## config.mk

```make
export PLATFORM = sky130hd
export DESIGN_NAME = adc_seq_ctrl
export DESIGN_NICKNAME = d
export VERILOG_FILES = /design/src/rtl/adc_seq_pkg.sv /design/src/rtl/adc_seq_clkdiv.sv /design/src/rtl/adc_seq_pack.sv /design/src/rtl/adc_seq_fsm.sv /design/src/rtl/adc_seq_ctrl.sv
export SDC_FILE = /design/constraint.sdc
export NUM_CORES = 1
export LEC_CHECK = 0
export ABC_CLOCK_PERIOD_IN_PS = 1700
export CORE_MARGIN = 2
export CORE_UTILIZATION = 51
export CTS_BUF_LIST = sky130_fd_sc_hd__clkbuf_4 sky130_fd_sc_hd__clkbuf_8
export DETAILED_ROUTE_END_ITERATION = 16
export DONT_BUFFER_PORTS = 1
export PLACE_DENSITY = 0.8
export SETUP_SLACK_MARGIN = 0.3
export SLEW_MARGIN = 20
export SYNTH_ARGS = -nofsm -noshare
export SYNTH_HDL_FRONTEND = slang
export SYNTH_SLANG_ARGS = --single-unit
```

## constraint.sdc

```tcl
create_clock -name clk -period 1.7 [get_ports clk]
set_input_delay 0.34 -clock clk [delete_from_list [all_inputs] [get_ports clk]]
set_output_delay 0.34 -clock clk [all_outputs]
set_load 0.02 [all_outputs]
```

## src/rtl/adc_seq_pkg.sv

```systemverilog
package adc_seq_pkg;

    typedef enum logic [2:0] {
        S_IDLE,
        S_WR_SETUP,
        S_WR_PULSE,
        S_WAIT_INT,
        S_RD_LO,
        S_RD_HI,
        S_DONE
    } seq_state_t;

    typedef struct packed {
        logic       clk_ext;
        logic       acq_ext;
        logic       single;
        logic       unipolar;
        logic [2:0] chan;
    } conv_req_t;

    // command byte: clock-source pair, acquisition, input mode, polarity, address
    function automatic logic [7:0] make_cmd(input conv_req_t r);
        return {1'b1, r.clk_ext, r.acq_ext, r.single, r.unipolar, r.chan};
    endfunction

    function automatic logic [15:0] widen(input logic [9:0] code, input logic uni);
        return uni ? {6'b0, code} : {{6{code[9]}}, code};
    endfunction

endpackage

```

## src/rtl/adc_seq_clkdiv.sv

```systemverilog
module adc_seq_clkdiv #(
    parameter int SYS_HZ   = 50_000_000,
    parameter int CLK_HALF = 10
) (
    input  logic clk,
    input  logic rst,
    input  logic en,
    output logic clk_o
);
    localparam int FMAX     = 4_800_000;
    localparam int FMIN     = 100_000;
    localparam int HALF_MIN = (SYS_HZ + 2 * FMAX - 1) / (2 * FMAX);
    localparam int HALF_MAX = SYS_HZ / (2 * FMIN);
    localparam int HALF_EFF = (CLK_HALF < HALF_MIN) ? HALF_MIN :
                              (CLK_HALF > HALF_MAX) ? HALF_MAX : CLK_HALF;
    localparam int CW       = $clog2(HALF_EFF + 1);

    logic [CW-1:0] cnt;

    always_ff @(posedge clk) begin
        if (rst || !en) begin
            cnt   <= '0;
            clk_o <= 1'b0;
        end else if (cnt == CW'(HALF_EFF - 1)) begin
            cnt   <= '0;
            clk_o <= ~clk_o;
        end else begin
            cnt <= cnt + 1'b1;
        end
    end


    idle_low_chk: assert property (@(posedge clk) disable iff (rst) !en |=> !clk_o);

endmodule

```

## src/rtl/adc_seq_pack.sv

```systemverilog
module adc_seq_pack (
    input  logic        clk,
    input  logic        rst,
    input  logic        load,
    input  logic [7:0]  lo_byte,
    input  logic [1:0]  hi_bits,
    input  logic        uni,
    output logic [9:0]  code,
    output logic [15:0] code_ext
);
    import adc_seq_pkg::*;

    always_ff @(posedge clk) begin
        if (rst) begin
            code     <= '0;
            code_ext <= '0;
        end else if (load) begin
            code     <= {hi_bits, lo_byte};
            code_ext <= widen({hi_bits, lo_byte}, uni);
        end
    end


    pack_hold_chk: assert property (@(posedge clk) disable iff (rst)
        !load |=> $stable(code) && $stable(code_ext));

endmodule

```

## src/rtl/adc_seq_fsm.sv

```systemverilog
module adc_seq_fsm #(
    parameter int POR_CYC     = 500,
    parameter int STROBE_CYC  = 2,
    parameter int TURN_CYC    = 1,
    parameter int TIMEOUT_CYC = 1000
) (
    input  logic                   clk,
    input  logic                   rst,
    input  logic                   start,
    input  adc_seq_pkg::conv_req_t req_in,
    input  logic                   int_n,
    input  logic [7:0]             bus_in,
    output logic [7:0]             bus_out,
    output logic                   bus_oe,
    output logic                   cs_n,
    output logic                   wr_n,
    output logic                   rd_n,
    output logic                   hben,
    output logic                   busy,
    output logic                   valid,
    output logic                   clk_ext,
    output logic                   uni_q,
    output logic                   hi_load,
    output logic [7:0]             lo_q,
    output logic                   timeout_err
);
    import adc_seq_pkg::*;

    localparam int PHASE = STROBE_CYC + TURN_CYC;
    localparam int CMAX  = (TIMEOUT_CYC > PHASE) ? TIMEOUT_CYC : PHASE;
    localparam int CW    = $clog2(CMAX + 1);
    localparam int PW    = $clog2(POR_CYC + 1);

    seq_state_t    state;
    logic [CW-1:0] cnt;
    logic [PW-1:0] por_cnt;
    logic          por_done;
    logic [1:0]    int_sync;
    conv_req_t     req_q;

    assign por_done = (por_cnt == PW'(POR_CYC));

    always_ff @(posedge clk) begin
        if (rst) begin
            state       <= S_IDLE;
            cnt         <= '0;
            por_cnt     <= '0;
            int_sync    <= 2'b11;
            req_q       <= '{clk_ext: 1'b1, default: '0};
            lo_q        <= '0;
            timeout_err <= 1'b0;
        end else begin
            int_sync <= {int_sync[0], int_n};
            if (!por_done) por_cnt <= por_cnt + 1'b1;
            case (state)
                S_IDLE: begin
                    cnt <= '0;
                    if (start && por_done) begin
                        req_q       <= req_in;
                        timeout_err <= 1'b0;
                        state       <= S_WR_SETUP;
                    end
                end
                S_WR_SETUP: begin
                    if (cnt == CW'(TURN_CYC - 1)) begin
                        cnt <= '0; state <= S_WR_PULSE;
                    end else cnt <= cnt + 1'b1;
                end
                S_WR_PULSE: begin
                    if (cnt == CW'(PHASE - 1)) begin
                        cnt <= '0; state <= S_WAIT_INT;
                    end else cnt <= cnt + 1'b1;
                end
                S_WAIT_INT: begin
                    if (!int_sync[1]) begin
                        cnt <= '0; state <= S_RD_LO;
                    end else if (cnt == CW'(TIMEOUT_CYC - 1)) begin
                        cnt <= '0; state <= S_IDLE; timeout_err <= 1'b1;
                    end else cnt <= cnt + 1'b1;
                end
                S_RD_LO: begin
                    if (cnt == CW'(STROBE_CYC - 1)) lo_q <= bus_in;
                    if (cnt == CW'(PHASE - 1)) begin
                        cnt <= '0; state <= S_RD_HI;
                    end else cnt <= cnt + 1'b1;
                end
                S_RD_HI: begin
                    if (cnt == CW'(PHASE - 1)) begin
                        cnt <= '0; state <= S_DONE;
                    end else cnt <= cnt + 1'b1;
                end
                default: begin
                    cnt   <= '0;
                    state <= S_IDLE;
                end
            endcase
        end
    end

    always_comb begin
        bus_oe  = (state == S_WR_SETUP) || (state == S_WR_PULSE);
        cs_n    = !(bus_oe || state == S_RD_LO || state == S_RD_HI);
        wr_n    = !(state == S_WR_PULSE && cnt < CW'(STROBE_CYC));
        rd_n    = !((state == S_RD_LO || state == S_RD_HI) && cnt < CW'(STROBE_CYC));
        hben    = (state == S_RD_HI);
        hi_load = (state == S_RD_HI) && (cnt == CW'(STROBE_CYC - 1));
        bus_out = bus_oe ? make_cmd(req_q) : 8'h00;
        busy    = (state != S_IDLE);
        valid   = (state == S_DONE);
        clk_ext = req_q.clk_ext;
        uni_q   = req_q.unipolar;
    end


    bus_release_chk: assert property (@(posedge clk) disable iff (rst)
        bus_oe |-> (!cs_n && rd_n));

    strobe_excl_chk: assert property (@(posedge clk) disable iff (rst)
        !wr_n |-> (rd_n && bus_oe));

    por_quiet_chk: assert property (@(posedge clk) disable iff (rst)
        !por_done |-> !busy);

    busy_start_chk: assert property (@(posedge clk) disable iff (rst)
        $rose(busy) |-> $past(start));

    valid_pulse_chk: assert property (@(posedge clk) disable iff (rst)
        valid |=> !valid && !busy);

    timeout_idle_chk: assert property (@(posedge clk) disable iff (rst)
        $rose(timeout_err) |-> !busy && cs_n);

endmodule

```

## src/rtl/adc_seq_ctrl.sv

```systemverilog
module adc_seq_ctrl #(
    parameter int SYS_HZ      = 50_000_000,
    parameter int POR_CYC     = 500,
    parameter int STROBE_CYC  = 2,
    parameter int TURN_CYC    = 1,
    parameter int TIMEOUT_CYC = 1000,
    parameter int CLK_HALF    = 10
) (
    input  logic        clk,
    input  logic        rst,
    input  logic        start,
    input  logic [2:0]  chan,
    input  logic        single_ended,
    input  logic        unipolar,
    input  logic        ext_acq,
    input  logic        ext_clk,
    input  logic        int_n,
    input  logic [7:0]  bus_in,
    output logic [7:0]  bus_out,
    output logic        bus_oe,
    output logic        cs_n,
    output logic        wr_n,
    output logic        rd_n,
    output logic        hben,
    output logic        conv_clk,
    output logic        busy,
    output logic        valid,
    output logic [9:0]  result,
    output logic [15:0] result_ext,
    output logic        timeout_err
);
    import adc_seq_pkg::*;

    conv_req_t  req;
    logic       clk_sel;
    logic       uni_sel;
    logic       hi_load;
    logic [7:0] lo_byte;

    assign req = '{clk_ext: ext_clk, acq_ext: ext_acq, single: single_ended,
                   unipolar: unipolar, chan: chan};

    adc_seq_fsm #(
        .POR_CYC(POR_CYC), .STROBE_CYC(STROBE_CYC),
        .TURN_CYC(TURN_CYC), .TIMEOUT_CYC(TIMEOUT_CYC)
    ) u_fsm (
        .clk(clk), .rst(rst), .start(start), .req_in(req), .int_n(int_n),
        .bus_in(bus_in), .bus_out(bus_out), .bus_oe(bus_oe), .cs_n(cs_n),
        .wr_n(wr_n), .rd_n(rd_n), .hben(hben), .busy(busy), .valid(valid),
        .clk_ext(clk_sel), .uni_q(uni_sel), .hi_load(hi_load), .lo_q(lo_byte),
        .timeout_err(timeout_err)
    );

    adc_seq_pack u_pack (
        .clk(clk), .rst(rst), .load(hi_load), .lo_byte(lo_byte),
        .hi_bits(bus_in[1:0]), .uni(uni_sel), .code(result), .code_ext(result_ext)
    );

    adc_seq_clkdiv #(.SYS_HZ(SYS_HZ), .CLK_HALF(CLK_HALF)) u_div (
        .clk(clk), .rst(rst), .en(clk_sel), .clk_o(conv_clk)
    );

endmodule

```

==> Word-level counts from Yosys, hierarchy flattened <==
Index checks and enable logic that the tools add are counted.
{ "classes": {"add_sub_neg": 3, "n_lt_le_gt_ge": 1, "n_eq_ne": 19, "muxes": 19, "bitwise": 1, "reduce_logical": 23} }
{ "ops": {"columns": ["cell", "count"], "rows": [
  ["10-bit 2-to-1 mux", 4],
  ["10-bit case mux with 3 select lines", 1],
  ["3-bit 2-to-1 mux", 7],
  ["3-bit case mux with 6 select lines", 1],
  ["16-bit 2-to-1 mux", 1],
  ["2-bit by 1-bit inequality test with 1-bit output, second input constant", 7],
  ["10-bit by 1-bit adder with 10-bit output, second input constant", 1],
  ["10-bit by 1-bit equality test with 1-bit output, second input constant", 1],
  ["10-bit equality test, second input constant", 1],
  ["10-bit by 2-bit equality test with 1-bit output, second input constant", 1],
  ["10-bit zero test", 1],
  ["10-bit by 2-bit < comparator with 1-bit output, second input constant", 1],
  ["9-bit by 1-bit adder with 9-bit output, second input constant", 1],
  ["3-bit equality test, second input constant", 3],
  ["9-bit equality test, second input constant", 1],
  ["8-bit 2-to-1 mux", 1],
  ["3-bit by 2-bit equality test with 1-bit output, second input constant", 2],
  ["6-bit AND reduction", 1],
  ["1-bit logical OR", 5],
  ["4-bit by 1-bit adder with 4-bit output, second input constant", 1],
  ["4-bit equality test, second input constant", 1],
  ["1-bit logical AND", 4],
  ["1-bit zero test", 4],
  ["2-bit AND reduction", 2],
  ["11 further kinds", 13]
]} }
{ "word_totals": {"ff_bits": 71, "in_bits": 19, "output_inout_bits": 43, "elab_cells": 81} }

==> Longest topological paths before layout <==
{ "depth": {"ltp_word": 5, "mapped_depth": 8, "mapped_depth_nobuf": 6} }

==> Hierarchy <==
A second synthesis with hierarchy kept.
{ "hier_totals": {"hier_cells": 281, "area_unflattened_um2": 2642.5} }
{ "modules_own_cells": {"columns": ["module", "instances", "cells_per_inst", "area_per_inst_um2", "seq_area_each_um2"], "rows": [
  ["adc_seq_fsm", 1, 211, 1921.8, 800.8],
  ["adc_seq_pack", 1, 51, 505.5, 220.2],
  ["adc_seq_clkdiv", 1, 19, 215.2, 100.1]
]} }

==> Least setup slack after synthesis <==
Ideal clock, no wire load.
{ "synth_timing": {"path_kind": "flip-flop to flip-flop", "startpoint": "register u_fsm.cnt[0]", "endpoint": "register u_fsm.cnt[2]", "setup_ns": 0.067, "arrival_ns": 1.719, "required_ns": 1.633, "slack_ns": -0.087, "path_stages_with_launch": 7, "n_path_buf": 0, "synth_period_minus_slack_ns": 1.787, "path_cell_list": "dfxtp_1 inv_1 ha_1 or4b_2 o211ai_1 o311ai_2 nor2_1"} }
{ "synth_between": {"elab_chain_cells": 4, "elab_cells_between_ends": 9, "classes_between": "add/sub (1); eq/ne (2); mux (5); reduce/logical (1)"} }
{ "synth_rtl": {"columns": ["item", "line_no", "text"], "rows": [
  ["start: declaration", "adc_seq_fsm.sv:35", "logic [CW-1:0] cnt;"],
  ["start signal: assignment", "adc_seq_fsm.sv:67", "end else cnt <= cnt + 1'b1;"],
  ["start signal: assignment", "adc_seq_fsm.sv:72", "end else cnt <= cnt + 1'b1;"],
  ["start signal: assignment", "adc_seq_fsm.sv:79", "end else cnt <= cnt + 1'b1;"],
  ["10-bit by 1-bit adder with 10-bit output or 10-bit equality test (tied branches)", null, null],
  ["10-bit 2-to-1 mux", "adc_seq_fsm.sv:77", "end else if (cnt == CW'(TIMEOUT_CYC - 1)) begin"],
  ["10-bit 2-to-1 mux", "adc_seq_fsm.sv:75", "if (!int_sync[1]) begin"],
  ["10-bit case mux with 3 select lines (*)", "adc_seq_fsm.sv:55", "case (state)"]
]} }
Every way passes the cells marked *; elsewhere a longest branch is shown, timed or not.
A chain may end at the register's enable or synchronous reset.

==> Final worst setup path <==
{ "layout_timing": {"startpoint": "register u_fsm.cnt[9]", "endpoint": "output port rd_n"} }
{ "layout_between": {"elab_chain_cells": 3} }
{ "layout_rtl": {"columns": ["item", "line_no", "text"], "rows": [
  ["10-bit by 2-bit < comparator with 1-bit output", "adc_seq_fsm.sv:104", "rd_n = !((state == S_RD_LO || state == S_RD_HI) && cnt < CW'(STROBE_CYC));"],
  ["1-bit logical AND", "adc_seq_fsm.sv:104", null],
  ["1-bit zero test", "adc_seq_fsm.sv:104", null],
  ["end: declaration", "adc_seq_ctrl.sv:23", "output logic rd_n,"]
]} }
No other way between the ends.

==> results list <==
- The path class of the tightest hold or removal check is input pin to register.
- For the finished layout, the period the worst path requires is roughly 1.9 ns.
- Final Util: 71.8%
- Netlist area before placement: between 2000 and 3000 µm²
- For the pin with the worst max-slew slack, the measured transition is roughly 0.45 ns.
- Global routing consumed, over all layers together, 21.0% of the routing resources.
* Area of the core: 5040 µm²
- First-pass GRT wire length: 9.96 mm
- The initial utilization of the core area, before any placement, comes to 52.4%.
- TritonCTS created 5 clock buffers.
- Routability-driven placement finished with a final weighted congestion of 0.803.
- Total number of placement rows: 26
- For the worst setup path, the data arrival time is about 1.6 ns.
- The library cell used most frequently in the layout, excluding fill and tap cells, is sky130_fd_sc_hd__dfxtp_1.
- Max-cap violations in this run came to 0.
* CTS root buffer: sky130_fd_sc_hd__clkbuf_8
* Count of synthesis-stage warnings from yosys: 0
- Status: complete, but fails checks
* Placement-stage worst setup slack: -0.00639 ns
- Post-route antenna net violation count: 0
* DR vias/cell: 5.46
- Violated checks: negative setup slack
- CTS saw 56 sinks.
- The longest clock path from root to sink contains 2 buffers.
- Clock latency on the worst-skew pair, taken at its later pin, is 0.30 ns.
- Maximum fanout count along the critical path: 2
- The die is 76.0 µm tall.
- Die footprint: roughly 5800 µm²
- Setup violations remaining at the end of the flow were counted as 28.
- DIE WIDTH: 76.0 µm
* Total number of nets in the final design: 338
* Post-synthesis mux area share: 9.85%
* Cell leakage power: 1.30 nW
- The largest individual stage delay along the critical path comes from the cell sky130_fd_sc_hd__or3_4.
* Post-detail-place hpwl: 3.32 mm
- The number of antenna violations at the first check in global routing is 0.
- Layout overhead on the synthesized area: 37.1%
- After Yosys synthesis, XOR and XNOR cells account for under 10% of the synthesized area.
- Sequential cells account for 57.5% of the total power.
- Fraction of final layout cells with drive strength greater than 1: 47.4%
- Cell-internal power: 1.83 mW
* Syn_area_per_cell: around 9.4 µm²
- Setup tns final: -1.28 ns
- Highest Clock Rate: 529 MHz
- Count of input and output buffers: 0
- TritonCTS clock tree: yes
- After layout, the worst path uses 111% of the clock period.
* Data required time of the worst path: 1.36 ns
- For this block, the initial DRC count from the detailed router was 70.
- Startpoint types: register
- Total iterations of the first detailed-routing run: 4
* Worst Clk Skew: 0.00553 ns
* CTS clock-pin slew for the worst setup and hold paths: 0.10 ns
- In the synthesized netlist, the number of instances is 282.
* Simple-Gate Fraction of Synth Area: 24.1%
- After the flow finishes, the layout carries non-filler instances totaling 382.
- IR drop worst, VDD: 0.498 mV
- Count of pins on the block boundary: 62
- The critical path is of the register to primary output type.
- Of the total synthesized cell area, the portion taken by full adders, half adders and majority gates is 3.79%.
- Synthesis inferred 56 register bits.
- Dominant combinational cell family by area after synthesis: simple AND/OR/NAND/NOR gates
- For this run, design rule violations remaining after detail routing come to 0.
* Net Sw Power: 0.479 mW
- P per Cell Area: ~640 nW/µm²
* Routed WL: between 6 and 7 mm
- Slew margin rel.: 69.9%
- Counting tap cells, the placed design contains a total of roughly 340 instances.
- Per report_power, the combinational group accounts for 2.8% of the total.
- In this run, distinct cell masters in the synthesized netlist total 44.
- Stage delay of the slowest cell on the critical path: 0.39 ns
* Worst setup margin: -0.190 ns
- Cell Area, Placed: between 2000 and 3000 µm²
- Commonest cells after routing, fill and taps aside: sky130_fd_sc_hd__dfxtp_1 (41), sky130_fd_sc_hd__nor2_1 (33), sky130_fd_sc_hd__buf_4 (25)
- Part of the Yosys area used for sequential elements: 42.4%
- Summing all non-filler instances in the final layout gives an area of 3620 µm².
* Routed wire length per instance: 17.3 µm
- The total count of hold-check failures in the final report was 0.
- For this run the aggregate overflow at the end of global routing stands at 0.
* Sw Ratio: 20.8%
* Compound-Gate Fraction of Synth Area: 6.06%
- Number of global-route vias before repair: 2,054
- Antenna diodes: 0
- Synth Net Count: 309
- Entering global routing, the biggest net connects 43 pins.
* Series of cell instances along the critical path: nor4_4 -> nand2_1 -> or3_4
- RSZ-0062 raised after global routing: true
- CP Capture Type: primary output
- Proportion of power drawn by the clock network: between 30% and 40%
* Total number of vias: 2,086
- CTS built an H-tree with a depth of 2.
- Max Slew Vio Count: 0
[cell type report]
class                      instances  area (µm²)
tap                               70        87.6
multi-input combinational        187        1680
sequential                        56        1160
fill                             321        1420
clock buffer                       6        82.6
clock inverter                     2        38.8
timing repair buffer              49         517
inverter                          12        55.1
[power groups by stage]
stage	Sequential [mW]	Clock, mW	Combinational, mW
finish	1.33	0.916	0.0656
global route	1.33	0.975	0.0720
CTS	1.33	0.923	0.0490
detailed placement	1.37	0	0.0365
global placement	1.37	0	0.0342
floorplan	1.36	0	0.0445
[through the flow]
step	power, mW	hold WS, ns
CTS	2.30	0.0773
floorplan	1.41	0.389
detailed placement	1.40	0.400
global route	2.38	0.0683
global placement	1.40	0.396
finish	2.31	0.0808
[cells in the mapped netlist (all sizes together)]
| cell type | number | area [µm²] |
|---|---|---|
| dfxtp | 56 | 1120 |
| nor2 | 52 | 210 |
| mux2i | 26 | 260 |
| buf | 22 | 159 |
| inv | 12 | 45.0 |
| and2 | 10 | 62.6 |
| xnor2 | 10 | 87.6 |
| nand2 | 9 | 33.8 |
| ha | 8 | 100 |
| a21oi | 7 | 35.0 |
| nand3 | 6 | 30.0 |
| nand4 | 6 | 37.5 |
| xor2 | 6 | 52.6 |
| clkbuf | 5 | 18.8 |
| o21ai | 5 | 25.0 |
| or3 | 5 | 31.3 |
| nor4 | 4 | 61.3 |
| nor2b | 3 | 18.8 |
| nor3 | 3 | 26.3 |
| or2 | 3 | 18.8 |
| or4b | 3 | 30.0 |
| and3 | 2 | 12.5 |
| and4 | 2 | 17.5 |
| nand3b | 2 | 15.0 |
| nand4b | 2 | 17.5 |
| o211ai | 2 | 15.0 |
| o311ai | 2 | 25.0 |
| o41ai | 2 | 17.5 |
| a211oi | 1 | 7.51 |
| a41oi | 1 | 8.76 |
| nand2b | 1 | 6.26 |
| o2111ai | 1 | 8.76 |
| o21a | 1 | 7.51 |
| o22a | 1 | 10.0 |
| or2b | 1 | 7.51 |
[critical path: cells and delay by family, from the launching register on]
family	cells	cell delay (ns)
flops	1	0.37
simple gates	3	0.87
[repair_timing]
item | CTS | global route
hold buffers | 0 | 0
cloned | 1 | 0
endpoints found under the setup margin | 58 | 61
gates resized for setup | 79 | 49
pin swaps | 21 | 21
setup buffers | 22 | 10
[layer usage]
metal	GRT usage [%]	wire, µm
met5	0	0
met4	5.45	138
met3	5.00	346
met2	38.0	3480
met1	25.1	2650
[registers in the layout, summed over array words and instances (netlist names)]
name / flops
u_fsm.cnt: 10
u_fsm.state: 3
u_pack.code_ext: 11
u_div.clk_o: 1
u_fsm.int_sync: 2
u_fsm.req_q: 5
u_fsm.por_cnt: 9
u_fsm.timeout_err: 1
u_div.cnt: 4
u_fsm.lo_q: 8
u_fsm.clk_ext: 1
u_fsm.uni_q: 1
[final timing paths]
path	startpoint	end	slack (ns)	cells after the start
setup / recovery	u_fsm.cnt[9]	rd_n	-0.19	3
hold / removal	rst	u_fsm.state[2]	0.08	1
setup reg to reg	u_fsm.cnt[0]	u_fsm.cnt[0]	-0.07	7
hold reg to reg	u_fsm.int_sync[0]	u_fsm.int_sync[1]	0.43	1
[cells by family after synthesis]
family                   Yosys count
AO/OA/AOI/OAI                     23
multiplexers                      26
flip-flops                        56
adder cells (fa/ha/maj)            8
XOR/XNOR                          16
AND/OR/NAND/NOR                  114
buffers and inverters             39
(Power assumes the default switching activity.)
